$ cat config.mk
export PLATFORM = sky130hd
export DESIGN_NAME = page_mapper
export DESIGN_NICKNAME = d
export VERILOG_FILES = /design/src/rtl/mapper_pkg.sv /design/src/rtl/mapper_port_decode.sv /design/src/rtl/mapper_page_regs.sv /design/src/rtl/mapper_addr_compose.sv /design/src/rtl/page_mapper.sv
export SDC_FILE = /design/constraint.sdc
export NUM_CORES = 1
export LEC_CHECK = 0
export BUFFER_PORTS_ARGS = -buffer_cell sky130_fd_sc_hd__buf_2
export CORE_UTILIZATION = 33
export DETAILED_ROUTE_END_ITERATION = 10
export GPL_ROUTABILITY_DRIVEN = 0
export PLACE_DENSITY = 0.69
export SLEW_MARGIN = 20
export SYNTH_ARGS = -nofsm -noshare
export SYNTH_HDL_FRONTEND = slang
export SYNTH_SLANG_ARGS = --single-unit
$ cat constraint.sdc
create_clock -name clk_i -period 0.99 [get_ports clk_i]
set_input_delay 0.0495 -clock clk_i [delete_from_list [all_inputs] [get_ports clk_i]]
set_output_delay 0.0495 -clock clk_i [all_outputs]
set_load 0.02 [all_outputs]
$ cat src/rtl/mapper_pkg.sv
package mapper_pkg;
  localparam int unsigned CPU_ADDR_W = 16;
  localparam int unsigned CPU_DATA_W = 8;
  localparam int unsigned OFFSET_W   = 14;
  localparam int unsigned NUM_PAGES  = 4;
  localparam int unsigned IDX_W      = $clog2(NUM_PAGES);
  typedef logic [IDX_W-1:0] page_idx_t;
endpackage

$ cat src/rtl/mapper_port_decode.sv
module mapper_port_decode
  import mapper_pkg::*;
#(
  parameter logic [7:0] PORT_BASE = 8'hFC
) (
  input  logic [CPU_ADDR_W-1:0] addr_i,
  input  logic                  io_req_i,
  input  logic                  rd_i,
  input  logic                  wr_i,
  output page_idx_t             idx_o,
  output logic                  wr_en_o,
  output logic                  rd_en_o
);
  logic port_hit;

  // only the low byte takes part in port decode
  assign port_hit = (addr_i[7:IDX_W] == PORT_BASE[7:IDX_W]);
  assign wr_en_o  = io_req_i & wr_i & port_hit;
  assign rd_en_o  = io_req_i & rd_i & port_hit;
  assign idx_o    = io_req_i ? addr_i[IDX_W-1:0]
                             : addr_i[CPU_ADDR_W-1 -: IDX_W];
endmodule

$ cat src/rtl/mapper_page_regs.sv
module mapper_page_regs
  import mapper_pkg::*;
#(
  parameter int unsigned PAGE_BITS = 5
) (
  input  logic                 clk_i,
  input  logic                 rst_ni,
  input  logic                 wr_en_i,
  input  page_idx_t            idx_i,
  input  logic [PAGE_BITS-1:0] wdata_i,
  output logic [PAGE_BITS-1:0] page_o
);
  logic [NUM_PAGES-1:0][PAGE_BITS-1:0] page_q;
  logic [NUM_PAGES-1:0]                we;

  for (genvar g = 0; g < NUM_PAGES; g++) begin : g_we
    assign we[g] = wr_en_i && (idx_i == page_idx_t'(g));
  end

  always_ff @(posedge clk_i or negedge rst_ni) begin
    if (!rst_ni) begin
      for (int i = 0; i < NUM_PAGES; i++)
        page_q[i] <= PAGE_BITS'(NUM_PAGES - 1 - i);
    end else begin
      for (int i = 0; i < NUM_PAGES; i++)
        if (we[i]) page_q[i] <= wdata_i;
    end
  end

  assign page_o = page_q[idx_i];

  assert_one_we_R2: assert property (@(posedge clk_i) disable iff (!rst_ni)
    $onehot0(we));
  assert_write_lands_R2: assert property (@(posedge clk_i) disable iff (!rst_ni)
    wr_en_i |=> page_q[$past(idx_i)] == $past(wdata_i));
  assert_hold_R9: assert property (@(posedge clk_i) disable iff (!rst_ni)
    !wr_en_i |=> $stable(page_q));
endmodule

$ cat src/rtl/mapper_addr_compose.sv
module mapper_addr_compose
  import mapper_pkg::*;
#(
  parameter int unsigned PAGE_BITS   = 5,
  parameter bit          READBACK_EN = 1'b1
) (
  input  logic [PAGE_BITS-1:0]          page_i,
  input  logic [OFFSET_W-1:0]           offset_i,
  input  logic                          rd_en_i,
  output logic [PAGE_BITS+OFFSET_W-1:0] ram_addr_o,
  output logic [CPU_DATA_W-1:0]         data_o,
  output logic                          data_oe_o
);
  localparam int unsigned FILL_W = CPU_DATA_W - PAGE_BITS;

  assign ram_addr_o = {page_i, offset_i};

  if (READBACK_EN) begin : g_rb
    assign data_oe_o = rd_en_i;
    assign data_o    = rd_en_i ? {{FILL_W{1'b1}}, page_i} : '0;
  end else begin : g_no_rb
    assign data_oe_o = 1'b0;
    assign data_o    = '0;
  end
endmodule

$ cat src/rtl/page_mapper.sv
module page_mapper
  import mapper_pkg::*;
#(
  parameter int unsigned PAGE_BITS   = 5,
  parameter bit          READBACK_EN = 1'b1,
  parameter logic [7:0]  PORT_BASE   = 8'hFC,
  localparam int unsigned RAM_ADDR_W = PAGE_BITS + OFFSET_W
) (
  input  logic                  clk_i,
  input  logic                  rst_ni,
  input  logic [CPU_ADDR_W-1:0] addr_i,
  input  logic [CPU_DATA_W-1:0] data_i,
  input  logic                  io_req_i,
  input  logic                  mem_req_i,
  input  logic                  rd_i,
  input  logic                  wr_i,
  input  logic                  slot_sel_i,
  output logic [CPU_DATA_W-1:0] data_o,
  output logic                  data_oe_o,
  output logic [RAM_ADDR_W-1:0] ram_addr_o,
  output logic                  ram_ce_o,
  output logic                  ram_oe_o,
  output logic                  ram_we_o
);
  page_idx_t            idx;
  logic                 wr_en, rd_en;
  logic [PAGE_BITS-1:0] page;

  mapper_port_decode #(.PORT_BASE(PORT_BASE)) u_decode (
    .addr_i(addr_i), .io_req_i(io_req_i), .rd_i(rd_i), .wr_i(wr_i),
    .idx_o(idx), .wr_en_o(wr_en), .rd_en_o(rd_en)
  );

  mapper_page_regs #(.PAGE_BITS(PAGE_BITS)) u_regs (
    .clk_i(clk_i), .rst_ni(rst_ni), .wr_en_i(wr_en), .idx_i(idx),
    .wdata_i(data_i[PAGE_BITS-1:0]), .page_o(page)
  );

  mapper_addr_compose #(.PAGE_BITS(PAGE_BITS), .READBACK_EN(READBACK_EN)) u_compose (
    .page_i(page), .offset_i(addr_i[OFFSET_W-1:0]), .rd_en_i(rd_en),
    .ram_addr_o(ram_addr_o), .data_o(data_o), .data_oe_o(data_oe_o)
  );

  assign ram_ce_o = mem_req_i & slot_sel_i;
  assign ram_oe_o = ram_ce_o & rd_i;
  assign ram_we_o = ram_ce_o & wr_i;

  assert_oe_qual_R7: assert property (@(posedge clk_i) disable iff (!rst_ni)
    data_oe_o |-> (io_req_i && rd_i));
  assert_strobe_qual_R8: assert property (@(posedge clk_i) disable iff (!rst_ni)
    (ram_we_o || ram_oe_o) |-> (mem_req_i && slot_sel_i));
  assert_no_drive_R10: assert property (@(posedge clk_i) disable iff (!rst_ni)
    !READBACK_EN |-> !data_oe_o);
endmodule

### Yosys cells after proc, flatten, opt, wreduce, memory -nomap -nowiden

Index checks and enable logic that the tools add are counted.

| word-level totals | value |
|---|---|
| register bits | 20 |
| input port bits | 31 |
| output and inout port bits | 31 |
| logic and storage cells | 25 |

| operators by class | value |
|---|---|
| magnitude comparators | 1 |
| equal/unequal tests | 4 |
| multiplexer cells | 4 |
| bitwise gates (word level) | 7 |
| reduce and logical (&&, ||, !) cells | 5 |

Operators by type and width:

| kind | count |
|---|---|
| binary-select mux 5 bit (select 2 bit) | 1 |
| two-way mux 8 bit | 1 |
| AND 1 bit | 7 |
| == test 6 bit, second input constant | 1 |
| two-way mux 5 bit | 1 |
| == test 2 bit, second input constant | 2 |
| logical AND 1 bit | 4 |
| less-than comparator 2 x 3 -> 1 bit, second input constant | 1 |
| == test 2 x 1 -> 1 bit, second input constant | 1 |
| zero test 2 bit | 1 |
| two-way mux 2 bit | 1 |

### Depth between registers and ports, before layout

| logic depth | value |
|---|---|
| word-level depth | 4 |
| depth in mapped cells | 5 |
| depth with buffers taken out | 4 |

### By module

Synthesis repeated with hierarchy kept, for this count alone.

| unflattened totals | value |
|---|---|
| cell total of the unflattened synthesis | 89 |
| area, all modules | 1176.1 sq um |

Modules (own cells, without submodules):

| module | instances | cells each | area each (sq um) | seq. area each (sq um) |
|---|---|---|---|---|
| mapper_page_regs | 1 | 51 | 904.6 | 505.5 |
| mapper_addr_compose | 1 | 28 | 203.9 | 0.0 |
| mapper_port_decode | 1 | 7 | 48.8 | 0.0 |
| page_mapper | 1 | 3 | 18.8 | 0.0 |

### Worst setup path before layout

OpenSTA, ideal clock, no wires.

| timing path | value |
|---|---|
| kind | input-to-output |
| start | input io_req_i |
| end | output data_o[3] |
| arrival time | 1378 ps |
| data required time | 941 ps |
| slack | -437 ps |
| cell stages on the path | 5 |
| buffers on the path | 1 |
| cell sequence | mux2i_2 buf_6 mux2i_1 mux2i_1 and2_1 |

| between the ends | value |
|---|---|
| cells in the longest elaborated chain, start to end | 4 |
| elaborated cells between the ends (all ways) | 6 |
| classes of those cells | 4 x mux; 2 x bitwise |

RTL lines:

| element | line | source |
|---|---|---|
| from (decl) | page_mapper.sv:13 | `input logic io_req_i,` |
| two-way mux 2 bit | mapper_port_decode.sv:20 | `assign idx_o = io_req_i ? addr_i[IDX_W-1:0]` |
| binary-select mux 5 bit (select 2 bit) | mapper_page_regs.sv:30 | `assign page_o = page_q[idx_i];` |
| two-way mux 5 bit (implied by the code) | mapper_page_regs.sv:30 |  |
| net ram_addr_o[17] | page_mapper.sv:20 | `output logic [RAM_ADDR_W-1:0] ram_addr_o,` |
| two-way mux 8 bit | mapper_addr_compose.sv:20 | `assign data_o = rd_en_i ? {{FILL_W{1'b1}}, page_i} : '0;` |
| to (decl) | page_mapper.sv:18 | `output logic [CPU_DATA_W-1:0] data_o,` |

The timed path passes the listed nets, and every way through them passes these cells. The select of a mux whose other input is x is not followed.

### Worst setup path in the final report

| timing path | value |
|---|---|
| start | register u_regs.page_q[1] in the netlist's numbering |
| end | output data_o[1] |

| between the ends | value |
|---|---|
| cells in the longest elaborated chain, start to end | 3 |

RTL lines:

| element | line | source |
|---|---|---|
| from (decl) | mapper_page_regs.sv:13 | `logic [NUM_PAGES-1:0][PAGE_BITS-1:0] page_q;` |
| from (signal, indexed assignment) | mapper_page_regs.sv:23 | `page_q[i] <= PAGE_BITS'(NUM_PAGES - 1 - i);` |
| from (signal, indexed assignment) | mapper_page_regs.sv:26 | `if (we[i]) page_q[i] <= wdata_i;` |
| binary-select mux 5 bit (select 2 bit) | mapper_page_regs.sv:30 |  |
| two-way mux 5 bit (implied by the code) | mapper_page_regs.sv:30 |  |
| two-way mux 8 bit | mapper_addr_compose.sv:20 |  |

Every way passes these cells. The select of a mux whose other input is x is not followed.

==> results_tabular.tex <==
\begin{tabular}{lr}
\hline
Metric & Value \\
\hline
\multicolumn{2}{l}{\textbf{Status}} \\
Result of the run & complete, but fails checks \\
Violations in the final reports & negative setup slack \\
\multicolumn{2}{l}{\textbf{Floorplan}} \\
Starting density of the core & 0.3475 \\
Core area & 3363 µm² \\
I/O pin count & 62 \\
Chip Height & $\sim$60 µm \\
Horizontal die dimension & 61.51 µm \\
Number of core rows & 21 \\
Die outline area & 3783 µm² \\
\multicolumn{2}{l}{\textbf{Layout}} \\
Largest registers in the final layout & u\_regs.page\_q (20) \\
Filler cell count & 312 \\
Non-Filler Cell Area, Final & about 1700 µm² \\
Combined area of the multi-input logic cells & 651.9 µm² \\
Storage cell area & 505.5 µm² \\
Post-layout instance count excluding filler cells & 188 \\
Flip-flop count of the largest register, all copies and words added & 20 \\
Number of nets in the layout & 175 \\
Area Growth Syn to Fin & 48.72\% \\
Share of post-route cells with drive strength above 1 & 0.7817 \\
Largest register by flop count & u\_regs.page\_q \\
N\_diodes & 0 \\
\multicolumn{2}{l}{\textbf{Clock tree}} \\
Clk Tree Root Cell & sky130\_fd\_sc\_hd\_\_clkbuf\_4 \\
CTS tree & yes \\
CTS clock-pin slew for the worst setup and hold paths & 0.11 ns \\
Clock buffer count from CTS & 3 \\
Level count of the clock H-tree & 1 \\
Clock insertion delay at the later pin of the skew report & 0.29 ns \\
Clock Sink Count & 20 \\
Clk buf depth & 2 \\
\multicolumn{2}{l}{\textbf{STA}} \\
Maximum clock frequency & slightly above 700 MHz \\
Share of the cycle needed by the critical path after routing & 1.411 \\
Headroom to the max-slew limit & 0.7039 \\
Setup slack of the critical path after layout & -0.4071 ns \\
Unrepaired setup endpoints after global routing & yes \\
Pin slew with the least headroom to its limit & approximately 0.44 ns \\
Final period demand of the worst path & 1.397 ns \\
Worst Clk Skew & 0 ns \\
Slew Viols, Final & 0 \\
Setup violators final & 17 \\
Number of hold violations in the final report & 0 \\
\multicolumn{2}{l}{\textbf{Yosys}} \\
Most area-consuming cells after synthesis & sky130\_fd\_sc\_hd\_\_dfrtp\_1 (34\%), sky130\_fd\_sc\_hd\_\_mux2\_2 (19\%), sky130\_fd\_sc\_hd\_\_mux2i\_1 (14\%), sky130\_fd\_sc\_hd\_\_buf\_4 (11\%), sky130\_fd\_sc\_hd\_\_dfstp\_2 (9.0\%) \\
Post-Synthesis Cells & 93 \\
Number of storage elements in the synthesis netlist & 20 \\
Distinct cell type count of the synthesized netlist & 16 \\
Biggest area consumer among synthesized cells & sky130\_fd\_sc\_hd\_\_dfrtp\_1 \\
Yosys synthesis warning count & 0 \\
Net count of the mapped netlist & 124 \\
Cell area after technology mapping & 1169 µm² \\
Share of the synthesized area in the top cell type & 0.3426 \\
Synthesized area per cell & 12.57 µm² \\
Sequential element share of the synthesized area & 0.4325 \\
\multicolumn{2}{l}{\textbf{Setup path}} \\
Number of buffers and inverters on the critical path & 1 \\
Data arrival time at the worst-slack endpoint & 1.35 ns \\
Req. time, crit path & 0.94 ns \\
Kind of end point of the critical path & primary output \\
Category of cells accounting for the largest share of critical-path delay & flip-flops \\
Crit path max-delay cell type & sky130\_fd\_sc\_hd\_\_dfstp\_2 \\
Critical path fanouts, max & 2 \\
Cell-by-cell listing of the critical path & mux2i\_1 > mux2i\_2 > and2\_4 > buf\_6 \\
Worst setup path category & reg -> out \\
Startpoint class of the critical path & register \\
Worst reg2reg setup slack & 0.07 ns \\
Maximum single-stage delay on the critical path & $\sim$0.55 ns \\
\multicolumn{2}{l}{\textbf{GRT}} \\
Maximum number of pins on one net before global-route repair & 21 \\
Total GRT Usage & 0.1475 \\
Global-route wire length before repair & 3.926 mm \\
Overflow after GRT & 0 \\
Number of antenna violations at the first check in global routing & 0 \\
Via count of the first global-routing pass & 853 \\
\multicolumn{2}{l}{\textbf{Route}} \\
Via density & 4.755 \\
Starting DRT DRC Count & 12 \\
Final wirelength & 2.668 mm \\
DRC violations left & 0 \\
First-pass iteration count of the detailed router & 3 \\
Total via count after detailed routing & 894 \\
Average detailed-routed wire length per instance & 14.19 µm \\
Antenna viol nets, final & 0 \\
\multicolumn{2}{l}{\textbf{Power}} \\
Net Sw Power & between 400 and 500 µW \\
Comb pwr share & 0.224 \\
Flop pwr share & 0.542 \\
Power per Cell Area & 912.6 nW/µm² \\
Switching share of total power & 0.2634 \\
Cell internal power dissipation & 1168 µW \\
LEAKAGE & roughly 0.00085 µW \\
Relative contribution of the clock network to total power & 0.234 \\
Max IR drop VDD & 0.6122 mV \\
\multicolumn{2}{l}{\textbf{Job}} \\
Total of max-cap violations & 0 \\
\multicolumn{2}{l}{\textbf{Placed design}} \\
Post-Place Cell Area & $\sim$1500 µm² \\
Number of port buffers & 46 \\
Cell count after placement & 179 \\
HPWL Detailed & 1.997 mm \\
\multicolumn{2}{l}{\textbf{Worst hold path}} \\
HP Class & in -> reg \\
\hline
\end{tabular}
-- Yosys cell counts, drive strengths merged --
| master | n |
|---|---|
| nor4 | 1 |
| nand4 | 3 |
| nand3 | 1 |
| dfrtp | 16 |
| and3b | 1 |
| buf | 19 |
| nor2 | 2 |
| dfstp | 4 |
| and2 | 6 |
| nand3b | 1 |
| mux2i | 17 |
| and3 | 2 |
| mux2 | 20 |
-- layout make-up --
cell class                      instances  share of cell area
Clock buffer                            3             0.01296
Multi-Input combinational cell         54              0.3751
Sequential cell                        20              0.2909
Tap cell                               46             0.03312
Timing Repair Buffer                   65              0.2880
-- metrics by stage --
step / utilization / setup slack, ns / power [µW] / hold WS, ns / TNS (ns)
after floorplan: - / -0.2226 / 1086 / -0.2461 / -2.898
after global placement: 0.4542 / -0.3899 / 1174 / 0.006217 / -9.451
after detailed placement: 0.4542 / -0.4421 / 1186 / 0.01124 / -10.46
after CTS: 0.4866 / -0.4284 / 1576 / 0.01955 / -3.102
after global routing: 0.5167 / -0.4852 / 1657 / 0.02358 / -4.519
final: 0.5167 / -0.4071 / 1586 / 0.03100 / -3.167
-- path summary, 6_finish.rpt --
check | start | to | depth (start not counted)
max | u_regs.page_q[1] | data_o[1] | 4
min | data_i[0] | u_regs.page_q[5] | 2
min reg2reg | u_regs.page_q[18] | u_regs.page_q[18] | 1
max reg2reg | u_regs.page_q[2] | u_regs.page_q[2] | 2
min in group asynchronous | rst_ni | u_regs.page_q[11] | 2
max in group asynchronous | rst_ni | u_regs.page_q[0] | 2
-- layer usage --
metal	part of all wire	track usage
met2	0.54	0.2673
met1	0.41	0.1739
met3	0.037	0.02521
met4	0.0064	0.05397
met5	0	0
-- cells by family after synthesis --
kind of cell | Yosys count | synth area share
simple gates | 17 | 0.1028
flops | 20 | 0.4325
mux | 37 | 0.3415
buf+inv | 19 | 0.1231
-- cell usage in the layout (no fill, tap or decap), drive strengths merged --
master,n
dfstp,4
mux2i,17
buf,64
mux2,20
nor4,1
dfrtp,16
and3b,1
clkbuf,3
nand3b,1
dlygate4sd3,1
and3,2
nor2,2
nand4,3
nand3,1
and2,6
-- timing repair --
| action | in CTS | in global routing |
|---|---|---|
| pin swaps | 3 | 2 |
| resized for setup | 20 | 20 |
| hold buffers | 1 | 0 |
| buffers inserted | 1 | 4 |
| endpoints found under the setup margin | 24 | 25 |
| endpoints found under the hold margin | 16 | 0 |
-- power by group through the flow --
stage / Sequential (µW) / Combinational, µW / Clock [µW]
finish: 859 / 356 / 371
global placement: 870 / 305 / 0
CTS: 857 / 335 / 384
detailed placement: 871 / 314 / 0
global route: 862 / 382 / 414
floorplan: 867 / 220 / 0
Note: power is estimated with default switching activity, not from simulation.
